==> config.mk <==
export PLATFORM = sky130hd
export DESIGN_NAME = i2c_tgt_engine
export DESIGN_NICKNAME = d
export VERILOG_FILES = /design/src/rtl/i2c_tgt_pkg.sv /design/src/rtl/i2c_tgt_sync.sv /design/src/rtl/i2c_tgt_addr_match.sv /design/src/rtl/i2c_tgt_rx_hold.sv /design/src/rtl/i2c_tgt_engine.sv
export SDC_FILE = /design/constraint.sdc
export NUM_CORES = 1
export LEC_CHECK = 0
export BUFFER_PORTS_ARGS = -buffer_cell sky130_fd_sc_hd__buf_2
export CORE_MARGIN = 1.5
export CORE_UTILIZATION = 50
export CTS_BUF_LIST = sky130_fd_sc_hd__clkbuf_4 sky130_fd_sc_hd__clkbuf_8
export CTS_CLUSTER_SIZE = 20
export DETAILED_ROUTE_END_ITERATION = 12
export HOLD_SLACK_MARGIN = 0.12
export PLACE_DENSITY = 0.77
export REMOVE_ABC_BUFFERS = 1
export SYNTH_ARGS = -nofsm -noshare
export SYNTH_HDL_FRONTEND = slang
export SYNTH_HIERARCHICAL = 1
export SYNTH_SLANG_ARGS = --single-unit
==> constraint.sdc <==
create_clock -name clk -period 2.81 [get_ports clk]
set_input_delay 0.1405 -clock clk [delete_from_list [all_inputs] [get_ports clk]]
set_output_delay 0.1405 -clock clk [all_outputs]
set_load 0.02 [all_outputs]
==> src/rtl/i2c_tgt_pkg.sv <==
package i2c_tgt_pkg;

    localparam int BYTE_W = 8;
    localparam int CNT_W  = 4;
    localparam int ADDR_W = 10;

    typedef enum logic [3:0] {
        ST_IDLE,
        ST_ADDR,
        ST_ADDR_ACK,
        ST_RX,
        ST_RX_ACK,
        ST_TX_HOLD,
        ST_TX,
        ST_TX_ACK,
        ST_IGNORE
    } eng_st_e;

    typedef struct packed {
        eng_st_e             st;
        logic [CNT_W-1:0]    cnt;
        logic [BYTE_W-1:0]   sr;
        logic                rw;
        logic                second;
        logic                ack_drv;
        logic [BYTE_W-1:0]   tx_buf;
        logic                tx_ld;
        logic [BYTE_W-1:0]   tx_sr;
        logic                mack;
        logic                evt;
    } eng_t;

    typedef struct packed {
        logic [BYTE_W-1:0] data;
        logic              full;
        logic              ovf;
    } rxh_t;

endpackage

==> src/rtl/i2c_tgt_sync.sv <==
module i2c_tgt_sync #(
    parameter int STAGES = 2
) (
    input  logic clk,
    input  logic rst_n,
    input  logic scl_in,
    input  logic sda_in,
    output logic scl_s,
    output logic sda_s,
    output logic scl_rise,
    output logic scl_fall,
    output logic start_det,
    output logic stop_det
);
    localparam int LAST = STAGES - 1;

    logic [STAGES-1:0] scl_ff_d, scl_ff_q;
    logic [STAGES-1:0] sda_ff_d, sda_ff_q;
    logic              scl_p_d, scl_p_q;
    logic              sda_p_d, sda_p_q;

    generate
        if (STAGES > 1) begin : g_chain
            always_comb begin
                scl_ff_d = {scl_ff_q[STAGES-2:0], scl_in};
                sda_ff_d = {sda_ff_q[STAGES-2:0], sda_in};
            end
        end else begin : g_single
            always_comb begin
                scl_ff_d = scl_in;
                sda_ff_d = sda_in;
            end
        end
    endgenerate

    always_comb begin
        scl_p_d = scl_ff_q[LAST];
        sda_p_d = sda_ff_q[LAST];
    end

    always_ff @(posedge clk or negedge rst_n) begin
        if (!rst_n) begin
            scl_ff_q <= '1;
            sda_ff_q <= '1;
            scl_p_q  <= 1'b1;
            sda_p_q  <= 1'b1;
        end else begin
            scl_ff_q <= scl_ff_d;
            sda_ff_q <= sda_ff_d;
            scl_p_q  <= scl_p_d;
            sda_p_q  <= sda_p_d;
        end
    end

    assign scl_s     = scl_ff_q[LAST];
    assign sda_s     = sda_ff_q[LAST];
    assign scl_rise  = scl_s & ~scl_p_q;
    assign scl_fall  = ~scl_s & scl_p_q;
    assign start_det = scl_s & scl_p_q & sda_p_q & ~sda_s;
    assign stop_det  = scl_s & scl_p_q & ~sda_p_q & sda_s;

endmodule

==> src/rtl/i2c_tgt_addr_match.sv <==
module i2c_tgt_addr_match
    import i2c_tgt_pkg::*;
(
    input  logic [BYTE_W-1:0] addr_byte,
    input  logic [ADDR_W-1:0] own_addr,
    input  logic              ten_bit,
    input  logic              second,
    output logic              hit
);
    localparam logic [4:0] TEN_BIT_TAG = 5'b11110;

    always_comb begin
        if (!ten_bit) begin
            hit = (addr_byte[7:1] == own_addr[6:0]);
        end else if (!second) begin
            // first byte is tag, two high address bits, write bit
            hit = (addr_byte[7:3] == TEN_BIT_TAG) &&
                  (addr_byte[2:1] == own_addr[9:8]) &&
                  !addr_byte[0];
        end else begin
            hit = (addr_byte == own_addr[7:0]);
        end
    end

endmodule

==> src/rtl/i2c_tgt_rx_hold.sv <==
module i2c_tgt_rx_hold
    import i2c_tgt_pkg::*;
(
    input  logic              clk,
    input  logic              rst_n,
    input  logic              commit,
    input  logic [BYTE_W-1:0] byte_in,
    input  logic              rd,
    input  logic              ovf_clr,
    output logic              ack_ok,
    output logic [BYTE_W-1:0] data,
    output logic              full,
    output logic              ovf
);
    rxh_t d, q;

    always_comb begin
        d = q;
        if (rd) begin
            d.full = 1'b0;
        end
        if (ovf_clr) begin
            d.ovf = 1'b0;
        end
        if (commit) begin
            if (q.full) begin
                d.ovf = 1'b1;
            end else begin
                d.data = byte_in;
                d.full = 1'b1;
            end
        end
    end

    always_ff @(posedge clk or negedge rst_n) begin
        if (!rst_n) begin
            q <= '0;
        end else begin
            q <= d;
        end
    end

    assign ack_ok = ~q.full & ~q.ovf;
    assign data   = q.data;
    assign full   = q.full;
    assign ovf    = q.ovf;

    p_full_no_load_r6: assert property (@(posedge clk) disable iff (!rst_n)
        (commit && q.full) |=> (q.data == $past(q.data)) && q.ovf);

    p_ovf_sticky_r8: assert property (@(posedge clk) disable iff (!rst_n)
        (q.ovf && !ovf_clr) |=> q.ovf);

endmodule

==> src/rtl/i2c_tgt_engine.sv <==
module i2c_tgt_engine
    import i2c_tgt_pkg::*;
#(
    parameter int SYNC_STAGES = 2
) (
    input  logic              clk,
    input  logic              rst_n,
    input  logic              en,
    input  logic              ten_bit,
    input  logic [ADDR_W-1:0] own_addr,
    input  logic              scl_in,
    input  logic              sda_in,
    output logic              scl_drive_low,
    output logic              sda_drive_low,
    output logic [BYTE_W-1:0] rx_data,
    output logic              rx_full,
    output logic              rx_ovf,
    input  logic              rx_rd,
    input  logic              ovf_clr,
    input  logic [BYTE_W-1:0] tx_data,
    input  logic              tx_wr,
    input  logic              tx_rel,
    output logic              evt_pulse
);
    localparam logic [CNT_W-1:0] BITS_IN  = CNT_W'(BYTE_W);
    localparam logic [CNT_W-1:0] LAST_OUT = CNT_W'(BYTE_W - 1);

    logic scl_s, sda_s, scl_rise, scl_fall, start_det, stop_det;
    logic addr_hit, rx_ack_ok, commit;
    eng_t d, q;

    i2c_tgt_sync #(.STAGES(SYNC_STAGES)) u_sync (
        .clk       (clk),
        .rst_n     (rst_n),
        .scl_in    (scl_in),
        .sda_in    (sda_in),
        .scl_s     (scl_s),
        .sda_s     (sda_s),
        .scl_rise  (scl_rise),
        .scl_fall  (scl_fall),
        .start_det (start_det),
        .stop_det  (stop_det)
    );

    i2c_tgt_addr_match u_match (
        .addr_byte (q.sr),
        .own_addr  (own_addr),
        .ten_bit   (ten_bit),
        .second    (q.second),
        .hit       (addr_hit)
    );

    i2c_tgt_rx_hold u_rxh (
        .clk     (clk),
        .rst_n   (rst_n),
        .commit  (commit),
        .byte_in (q.sr),
        .rd      (rx_rd),
        .ovf_clr (ovf_clr),
        .ack_ok  (rx_ack_ok),
        .data    (rx_data),
        .full    (rx_full),
        .ovf     (rx_ovf)
    );

    always_comb begin
        d      = q;
        d.evt  = 1'b0;
        commit = 1'b0;

        if (tx_wr) begin
            d.tx_buf = tx_data;
            d.tx_ld  = 1'b1;
        end

        if (!en) begin
            d.st      = ST_IDLE;
            d.ack_drv = 1'b0;
            d.cnt     = '0;
        end else if (start_det) begin
            d.st      = ST_ADDR;
            d.cnt     = '0;
            d.ack_drv = 1'b0;
            d.second  = 1'b0;
        end else if (stop_det) begin
            d.st      = ST_IDLE;
            d.ack_drv = 1'b0;
        end else begin
            unique case (q.st)
                ST_ADDR: begin
                    if (scl_rise && q.cnt < BITS_IN) begin
                        d.sr  = {q.sr[BYTE_W-2:0], sda_s};
                        d.cnt = q.cnt + 1'b1;
                    end else if (scl_fall && q.cnt == BITS_IN) begin
                        if (addr_hit) begin
                            d.ack_drv = 1'b1;
                            d.st      = ST_ADDR_ACK;
                            if (!q.second) begin
                                d.rw = q.sr[0];
                            end
                        end else begin
                            d.st = ST_IGNORE;
                        end
                    end
                end
                ST_ADDR_ACK: begin
                    if (scl_fall) begin
                        d.ack_drv = 1'b0;
                        d.evt     = 1'b1;
                        d.cnt     = '0;
                        if (ten_bit && !q.second) begin
                            d.second = 1'b1;
                            d.st     = ST_ADDR;
                        end else if (q.rw) begin
                            d.st = ST_TX_HOLD;
                        end else begin
                            d.st = ST_RX;
                        end
                    end
                end
                ST_RX: begin
                    if (scl_rise && q.cnt < BITS_IN) begin
                        d.sr  = {q.sr[BYTE_W-2:0], sda_s};
                        d.cnt = q.cnt + 1'b1;
                    end else if (scl_fall && q.cnt == BITS_IN) begin
                        commit    = 1'b1;
                        d.ack_drv = rx_ack_ok;
                        d.st      = ST_RX_ACK;
                    end
                end
                ST_RX_ACK: begin
                    if (scl_fall) begin
                        d.ack_drv = 1'b0;
                        d.evt     = 1'b1;
                        d.cnt     = '0;
                        d.st      = ST_RX;
                    end
                end
                ST_TX_HOLD: begin
                    if (tx_rel && q.tx_ld) begin
                        d.tx_sr = q.tx_buf;
                        d.tx_ld = tx_wr;
                        d.cnt   = '0;
                        d.st    = ST_TX;
                    end
                end
                ST_TX: begin
                    if (scl_fall) begin
                        if (q.cnt == LAST_OUT) begin
                            d.st = ST_TX_ACK;
                        end else begin
                            d.tx_sr = {q.tx_sr[BYTE_W-2:0], 1'b0};
                            d.cnt   = q.cnt + 1'b1;
                        end
                    end
                end
                ST_TX_ACK: begin
                    if (scl_rise) begin
                        d.mack = ~sda_s;
                    end else if (scl_fall) begin
                        d.evt = 1'b1;
                        d.st  = q.mack ? ST_TX_HOLD : ST_IGNORE;
                    end
                end
                default: begin
                    d.ack_drv = 1'b0;
                end
            endcase
        end
    end

    always_ff @(posedge clk or negedge rst_n) begin
        if (!rst_n) begin
            q    <= '0;
            q.st <= ST_IDLE;
        end else begin
            q <= d;
        end
    end

    assign scl_drive_low = (q.st == ST_TX_HOLD);
    assign sda_drive_low = q.ack_drv | ((q.st == ST_TX) & ~q.tx_sr[BYTE_W-1]);
    assign evt_pulse     = q.evt;

    p_disabled_quiet_r1: assert property (@(posedge clk) disable iff (!rst_n)
        !en |=> (!scl_drive_low && !sda_drive_low && !evt_pulse));

    p_evt_single_r4: assert property (@(posedge clk) disable iff (!rst_n)
        evt_pulse |=> !evt_pulse);

    p_tx_sda_steady_r10: assert property (@(posedge clk) disable iff (!rst_n)
        (q.st == ST_TX && $past(q.st) == ST_TX && scl_s && $past(scl_s))
        |-> (sda_drive_low == $past(sda_drive_low)));

    p_stop_release_r13: assert property (@(posedge clk) disable iff (!rst_n)
        (en && stop_det) |=> (!scl_drive_low && !sda_drive_low));

endmodule

==> results of run 1 <==
-- metal layers --
layer  vias to the layer above  GRT usage [%]  wire, µm
li1                       1043              -         -
met2                        46           33.8      2920
met4                         0           7.41       129
met1                      1059           28.7      2830
met3                        11           3.89       246
met5                         -              0         0
-- power groups by stage --
stage               clock, mW  sequential [mW]  combinational (mW)
global placement            0            0.829               0.116
CTS                     0.546            0.815               0.134
detailed placement          0            0.830               0.119
global route            0.579            0.818               0.148
floorplan                   0            0.825              0.0619
finish                  0.536            0.815               0.133
-- worst max-delay path, delay by kind of cell, from the launching register on --
| kind | cells | cell delay (ns) |
|---|---|---|
| buffers and inverters | 1 | 0.22 |
| DFF | 1 | 0.57 |
| muxes | 1 | 0.32 |
| and+or+nand+nor | 5 | 1.41 |
-- how the worst min path moves through the flow --
stage | from | endpoint | slack (ns) | cells after the start
floorplan | rst_n | evt_pulse | -0.16 | 0
global placement | rst_n | q[15] | 0.13 | 1
detailed placement | rst_n | q[15] | 0.14 | 1
CTS | tx_rel | q[10] | 0.14 | 3
global route | tx_rel | q[10] | 0.15 | 3
finish | tx_rel | q[10] | 0.14 | 3
-- synth_stat cells (6+ instances only) --
cell / number
nand4b_1: 6
a21oi_1: 6
a22o_1: 7
dfstp_2: 6
xor2_1: 13
mux2_2: 23
buf_2: 6
nor2_1: 7
inv_1: 8
nand2_1: 8
nor2b_1: 9
dfrtp_1: 48
mux2_4: 8
-- stage by stage --
step                hold slack [ns]  setup TNS, ns  cells
floorplan                    -0.155         -0.349    237
global placement              0.129              0    357
detailed placement            0.136              0    357
CTS                           0.140              0    378
global route                  0.147              0    378
finish                        0.137              0    378
-- cell families (layout without fill, tap and decap cells) --
family	after synthesis	in the layout	share of synthesized area (%)
AO/OA/AOI/OAI	47	47	12.7
XOR/XNOR	18	18	5.35
adder cells (fa/ha/maj)	2	2	0.849
buffers and inverters	19	77	2.93
flip-flops	54	54	46.1
multiplexers	36	36	14.6
AND/OR/NAND/NOR	72	72	17.5
-- state kept, by name (all words and copies together), names as in the netlist --
| signal | flops |
|---|---|
| u_sync/sda_ff_q | 2 |
| u_sync/scl_ff_q | 2 |
| q | 37 |
| u_rxh/full | 1 |
| u_sync/sda_p_q | 1 |
| u_sync/scl_p_q | 1 |
| u_rxh/data | 8 |
| evt_pulse | 1 |
| u_rxh/ovf | 1 |
-- cell usage in the layout (no fill, tap or decap), types with 3 or more instances in the layout --
master and count:
dfrtp_1 48, buf_2 40, mux2_2 23, dlygate4sd3_1 13
xor2_1 13, nor2b_1 9, inv_1 8, nand2_1 8
buf_4 8, mux2_4 8, nor2_1 7, a22o_1 7
nand4b_1 6, a21oi_1 6, dfstp_2 6, xnor2_1 5
nand3_1 5, mux2i_1 5, clkbuf_8 5, nor4_1 4
o21ai_0 3, a21o_1 3, nand2b_1 3, and2_1 3
a31oi_1 3, nand4_1 3
-- area by class of cell --
cell class	instances	area share, %
multi-input cells	175	43.1
flip-flops and latches	54	39.0
repair buffers	61	11.2
well taps	72	2.59
clock buffers	6	2.19
clock inverters	2	1.08
inverters	8	0.862
-- timing repair --
| item | CTS | global route |
|---|---|---|
| hold buffers | 13 | 0 |
| hold endpoints to repair | 32 | 0 |
| buffers inserted | 0 | 0 |
| endpoints found under the setup margin | 0 | 0 |
| gates resized for setup | 0 | 0 |
==> results.md, run 1 <==
* Worst Slack Setup Final at just under 0.2 ns
* Clock power share at between 30% and 40%
* Internal power at about 1.1 mW
* WL/cell at 16.2 µm
* Sinks on Clock Net at 54
* WP data required at roughly 3.0 ns
* Share of layout cells above drive strength 1 at between 30% and 40%
* Startpoint Class: flip-flop
* Top post-synthesis cells by area: dfrtp_1, mux2_2, dfstp_2
* Fin area at 3480 µm²
* Maximum vdd drop at 309 µV
* Layout Skew at 0.00565 ns
* Setup Viol. Count Final at 0
* Warnings from Yosys at 6
* # IOs at 41
* Final period util at 93.0%
* RSZ-0062 raised after global routing: no
* PortBufs at 40
* Remaining antenna violation count at 0
* Worst-margin pin slew at ~0.72 ns
* Sequential power share at 54.9%
* CTS tree: built
* # diodes at 0
* CTS clk-pin slew, worst paths at 0.10 ns
* Critical Path Sink: u_rxh/data[7]
* Vias/cell at 5.71
* Initial antenna violation count at 0
* CP cell instances: and4b_1 > or3b_2 > nor4_2 > and3_1 > nor2b_1 > buf_4 > mux2_4
* Final nets at 335
* Fin util at 62.1%
* Final Total Pwr at 1.48 mW
* Hold Path Class: in2reg
* Cell area after synthesis at 2950 µm²
* Leak at 1.66 nW
* Filler cells at 469
* GR Overflow Total at 0
* Root buffer cell: clkbuf_8
* Worst r2r dst: u_rxh/data[7]
* Starting Density at a little over half
* Final min period at 2.61 ns
* Vias in the first global route at ~2200
* Psw at 0.339 mW
* Post-synthesis cell type count at 65
* Critical Path Source: u_sync/sda_ff_q[1]
* RR Startpoint: u_sync/sda_ff_q[1]
* Via count at approximately 2200
* Worst R2R Setup Slack at 0.20 ns
* Number of enable flip-flop cells after synthesis at 0
* Max Clock Freq at 383 MHz
* Crit. End Element: flip-flop
* Synth top area share at 40.8%
* Post-placement cell area at ~3200 µm²
* Combinational fraction of design power at 9.0%
* Die height at 79.8 µm
* FF+latch count, synth at 54
* Clock Latency Late Sink at 0.31 ns
* Register area share after synthesis at around 46%
* Critical Path Max Stage Delay at 0.57 ns
* Die area at 6360 µm²
* First-pass DRT Iterations at 4
* Post-DP HPWL at between 4000 and 5000 µm
* Routed WL at 6120 µm
* Slew Limit Fails at 0
* Post-synthesis cell count at roughly 250
* Number of remaining DRC errors at 0
* Total power per unit cell area at ~430 nW/µm²
* Tot GR Track Use at 21.1%
* CTS Buf Count at 5
* Worst slew margin at ~52%
* First-pass GRT wire length at 10300 µm
* Reg2reg path depth at 7
* Worst Setup Path Type: reg2reg
* Switching fraction of total power at 22.8%
* Fin. Hold Viols at 0
* Synth async-reset ratio at between 90% and 100%
* Predominant post-synthesis flop cell: dfrtp_1
* Synth area leader: dfrtp_1
* Core Rows at 27
* Arrival @ worst endpoint at between 2 and 3 ns
* Register Area at 1360 µm²
* Setup WS pre-CTS at 0.265 ns
* Maxcap violations at 0
* Die width at roughly 80 µm
* H-Tree Depth at 2
* Outcome: finished, final reports clean
* Initial DRC Count at 140
* Pin count of the biggest net entering global routing at 35
* Placer Congestion at just under 0.9
* Critical-path top delay cell: dfstp_2
* Clock buffer depth at 2
* Avg Cell Area, Syn at 11.9 µm²
* CP Max Fanout at 8
* CORE AREA at 5610 µm²
* Multi-input logic area at 1500 µm²
* Layout area overhead at 18.3%
Note: power is estimated with default switching activity, not from simulation.
==> run 2: changes to the inputs <==
Settings changed: HOLD_SLACK_MARGIN 0.12 to default, PLACE_DENSITY 0.77 to 0.69, SETUP_SLACK_MARGIN from default to 0.4.
==> run 2 against run 1 <==
Combinational power decreased by 4%; wire length decreased by 2.2%; die area unchanged; largest cell class unchanged; largest power group unchanged.
==> results.md, run 2 (synthesized netlist as in run 1, its figures left out) <==
* CTS tree: built (unchanged)
* Worst R2R Setup Slack at 0.47 ns (was 0.20 ns)
* # IOs at 41 (unchanged)
* Die width at 79.8 µm (unchanged)
* Clock buffer depth at 2 (unchanged)
* Met2 routed WL at 2830 µm (was 2920 µm)
* Filler cells at 478 (was 469)
* Total power per unit cell area at 423 nW/µm² (was 426 nW/µm²)
* H-Tree Depth at 2 (unchanged)
* Commonest non-fill, non-tap cell in the layout: dfrtp_1 (unchanged)
* Worst r2r dst: u_rxh/data[0] (was u_rxh/data[7])
* Via count at 2109 (was 2159)
* PortBufs at 40 (unchanged)
* GR Overflow Total at 0 (unchanged)
* RR Startpoint: u_sync/sda_p_q (was u_sync/sda_ff_q[1])
* Sinks on Clock Net at 54 (unchanged)
* Root buffer cell: clkbuf_8 (unchanged)
* Reg with most FFs: q (unchanged)
* Die height at 79.8 µm (unchanged)
* Setup WS pre-CTS at 0.238 ns (was 0.265 ns)
* WL/cell at 16.0 µm (was 16.2 µm)
* CTS Buf Count at 5 (unchanged)
* Initial antenna violation count at 0 (unchanged)
* Arrival @ worst endpoint at 2.53 ns (was 2.81 ns)
* Critical Path Source: u_sync/sda_p_q (was u_sync/sda_ff_q[1])
* Maximum vdd drop at 325 µV (was 309 µV)
* Die area at 6360 µm² (unchanged)
* Maxcap violations at 0 (unchanged)
* Hold depth at 2 (was 3)
* Share of layout cells above drive strength 1 at 39.3% (was 35.6%)
* CP Max Fanout at 8 (unchanged)
* CORE AREA at 5610 µm² (unchanged)
* Uppermost layer routed: met4 (unchanged)
* Hold Path Class: in2reg (unchanged)
* Worst Hold Slack at 0.0549 ns (was 0.137 ns)
* Fin area at 3480 µm² (unchanged)
* Vias in the first global route at 2057 (was 2173)
* Max Clock Freq at 428 MHz (was 383 MHz)
* Met3 routed wirelength at 246 µm (unchanged)
* # diodes at 0 (unchanged)
* Tot GR Track Use at 20.4% (was 21.1%)
* Vias/cell at 5.62 (was 5.71)
* Final nets at 332 (was 335)
* Placer Congestion at 0.866 (was 0.870)
* Crit. End Element: flip-flop (unchanged)
* Layout area overhead at 18.3% (unchanged)
* Worst Setup Path Type: reg2reg (unchanged)
* Final period util at 83.2% (was 93.0%)
* Clock Latency Late Sink at 0.31 ns (about the same)
* First-pass DRT Iterations at 4 (unchanged)
* Startpoint Class: flip-flop (unchanged)
* Worst Slack Setup Final at 0.472 ns (was 0.196 ns)
* Post-placement cell area at 3240 µm² (unchanged)
* Worst slew margin at 49.2% (was 52.2%)
* Leak at 1.65 nW (was 1.66 nW)
* CTS clk-pin slew, worst paths at 0.10 ns (about the same)
* Outcome: finished, final reports clean (unchanged)
* M1 WL at 2860 µm (was 2830 µm)
* Hold Path End: q[15] (was q[10])
* Routed WL at 5990 µm (was 6120 µm)
* WP data required at 3.00 ns (was 3.01 ns)
* Hold_sp: tx_data[4] (was tx_rel)
* Final min period at 2.34 ns (was 2.61 ns)
* Starting Density at 52.5% (unchanged)
* Number of remaining DRC errors at 0 (unchanged)
* Most frequent cells in the layout: dfrtp_1, buf_2, mux2_2 (unchanged)
* Max FFs per register at 37 (unchanged)
* Post-DP HPWL at 4250 µm (was 4230 µm)
* Fin. Hold Viols at 0 (unchanged)
* Core Rows at 27 (unchanged)
* Layout Skew at 0.00943 ns (was 0.00565 ns)
* Reg2reg path depth at 7 (unchanged)
* Setup Viol. Count Final at 0 (unchanged)
* Slew Limit Fails at 0 (unchanged)
* Pin count of the biggest net entering global routing at 43 (was 35)
* Worst-margin pin slew at 0.762 ns (was 0.717 ns)
* RSZ-0062 raised after global routing: yes (was no)
* First-pass GRT wire length at 10100 µm (was 10300 µm)
* Remaining antenna violation count at 0 (unchanged)
* Initial DRC Count at 154 (was 140)
==> run 2: cell types whose count changed in the layout (fill, tap and decap cells not counted), moves of 2 or more <==
cell / change
inv_6: +2
buf_4: +4
and4b_1: -2
dlygate4sd3_1: -8
and4b_2: +2
==> run 2: worst max path at each step <==
stage | end | slack, ns | cells after the start
finish | u_rxh/data[0] | 0.47 | 7
floorplan | u_rxh/data[0] | -0.04 | 6
global placement | u_rxh/data[6] | 0.30 | 7
CTS | u_rxh/data[0] | 0.46 | 7
detailed placement | u_rxh/data[0] | 0.24 | 7
global route | q[34] | 0.37 | 4
==> run 2: what timing repair did <==
| action | 4_1_cts | 5_1_grt |
|---|---|---|
| pin swaps | 1 | 0 |
| endpoints found under the hold margin | 16 | 0 |
| hold buffers | 5 | 0 |
| endpoints found under the setup margin | 8 | 9 |
| gates resized for setup | 4 | 6 |
| setup buffers | 4 | 1 |
==> run 2: cell type report <==
class / instances / area [µm²] / share of cell area (%)
multi-input cells: 175 / 1530 / 44.0
flip-flops and latches: 54 / 1360 / 39.0
repair buffers: 58 / 355 / 10.2
well taps: 72 / 90.1 / 2.59
clock buffers: 5 / 68.8 / 1.97
clock inverters: 3 / 47.5 / 1.36
inverters: 8 / 30.0 / 0.862
==> run 2: critical path: stages, from the launching register on <==
cell	delay (ns)
dfstp_2	0.54
and4b_2	0.26
or3b_4	0.42
nor4_4	0.16
and3_4	0.23
nor2b_4	0.15
buf_8	0.15
mux2_4	0.31
==> run 2: where the power goes <==
part	switching, mW	internal [mW]
combinational	0.0614	0.0662
sequential	0.0169	0.799
clock	0.259	0.272
total	0.337	1.14
==> run 2: layer usage <==
layer | GRT usage, % | vias to the layer above
met5 | 0 | -
met4 | 6.03 | 0
met3 | 4.34 | 6
met2 | 30.8 | 43
met1 | 29.6 | 1028
li1 | - | 1032
==> run 2: through the flow <==
step	instances	total power, mW	setup TNS [ns]	util [%]
after floorplan	237	0.887	-0.349	-
after global placement	357	0.947	0	57.8
after detailed placement	357	0.949	0	57.8
after CTS	374	1.49	0	61.5
after global routing	375	1.55	0	62.1
final	375	1.47	0	62.1
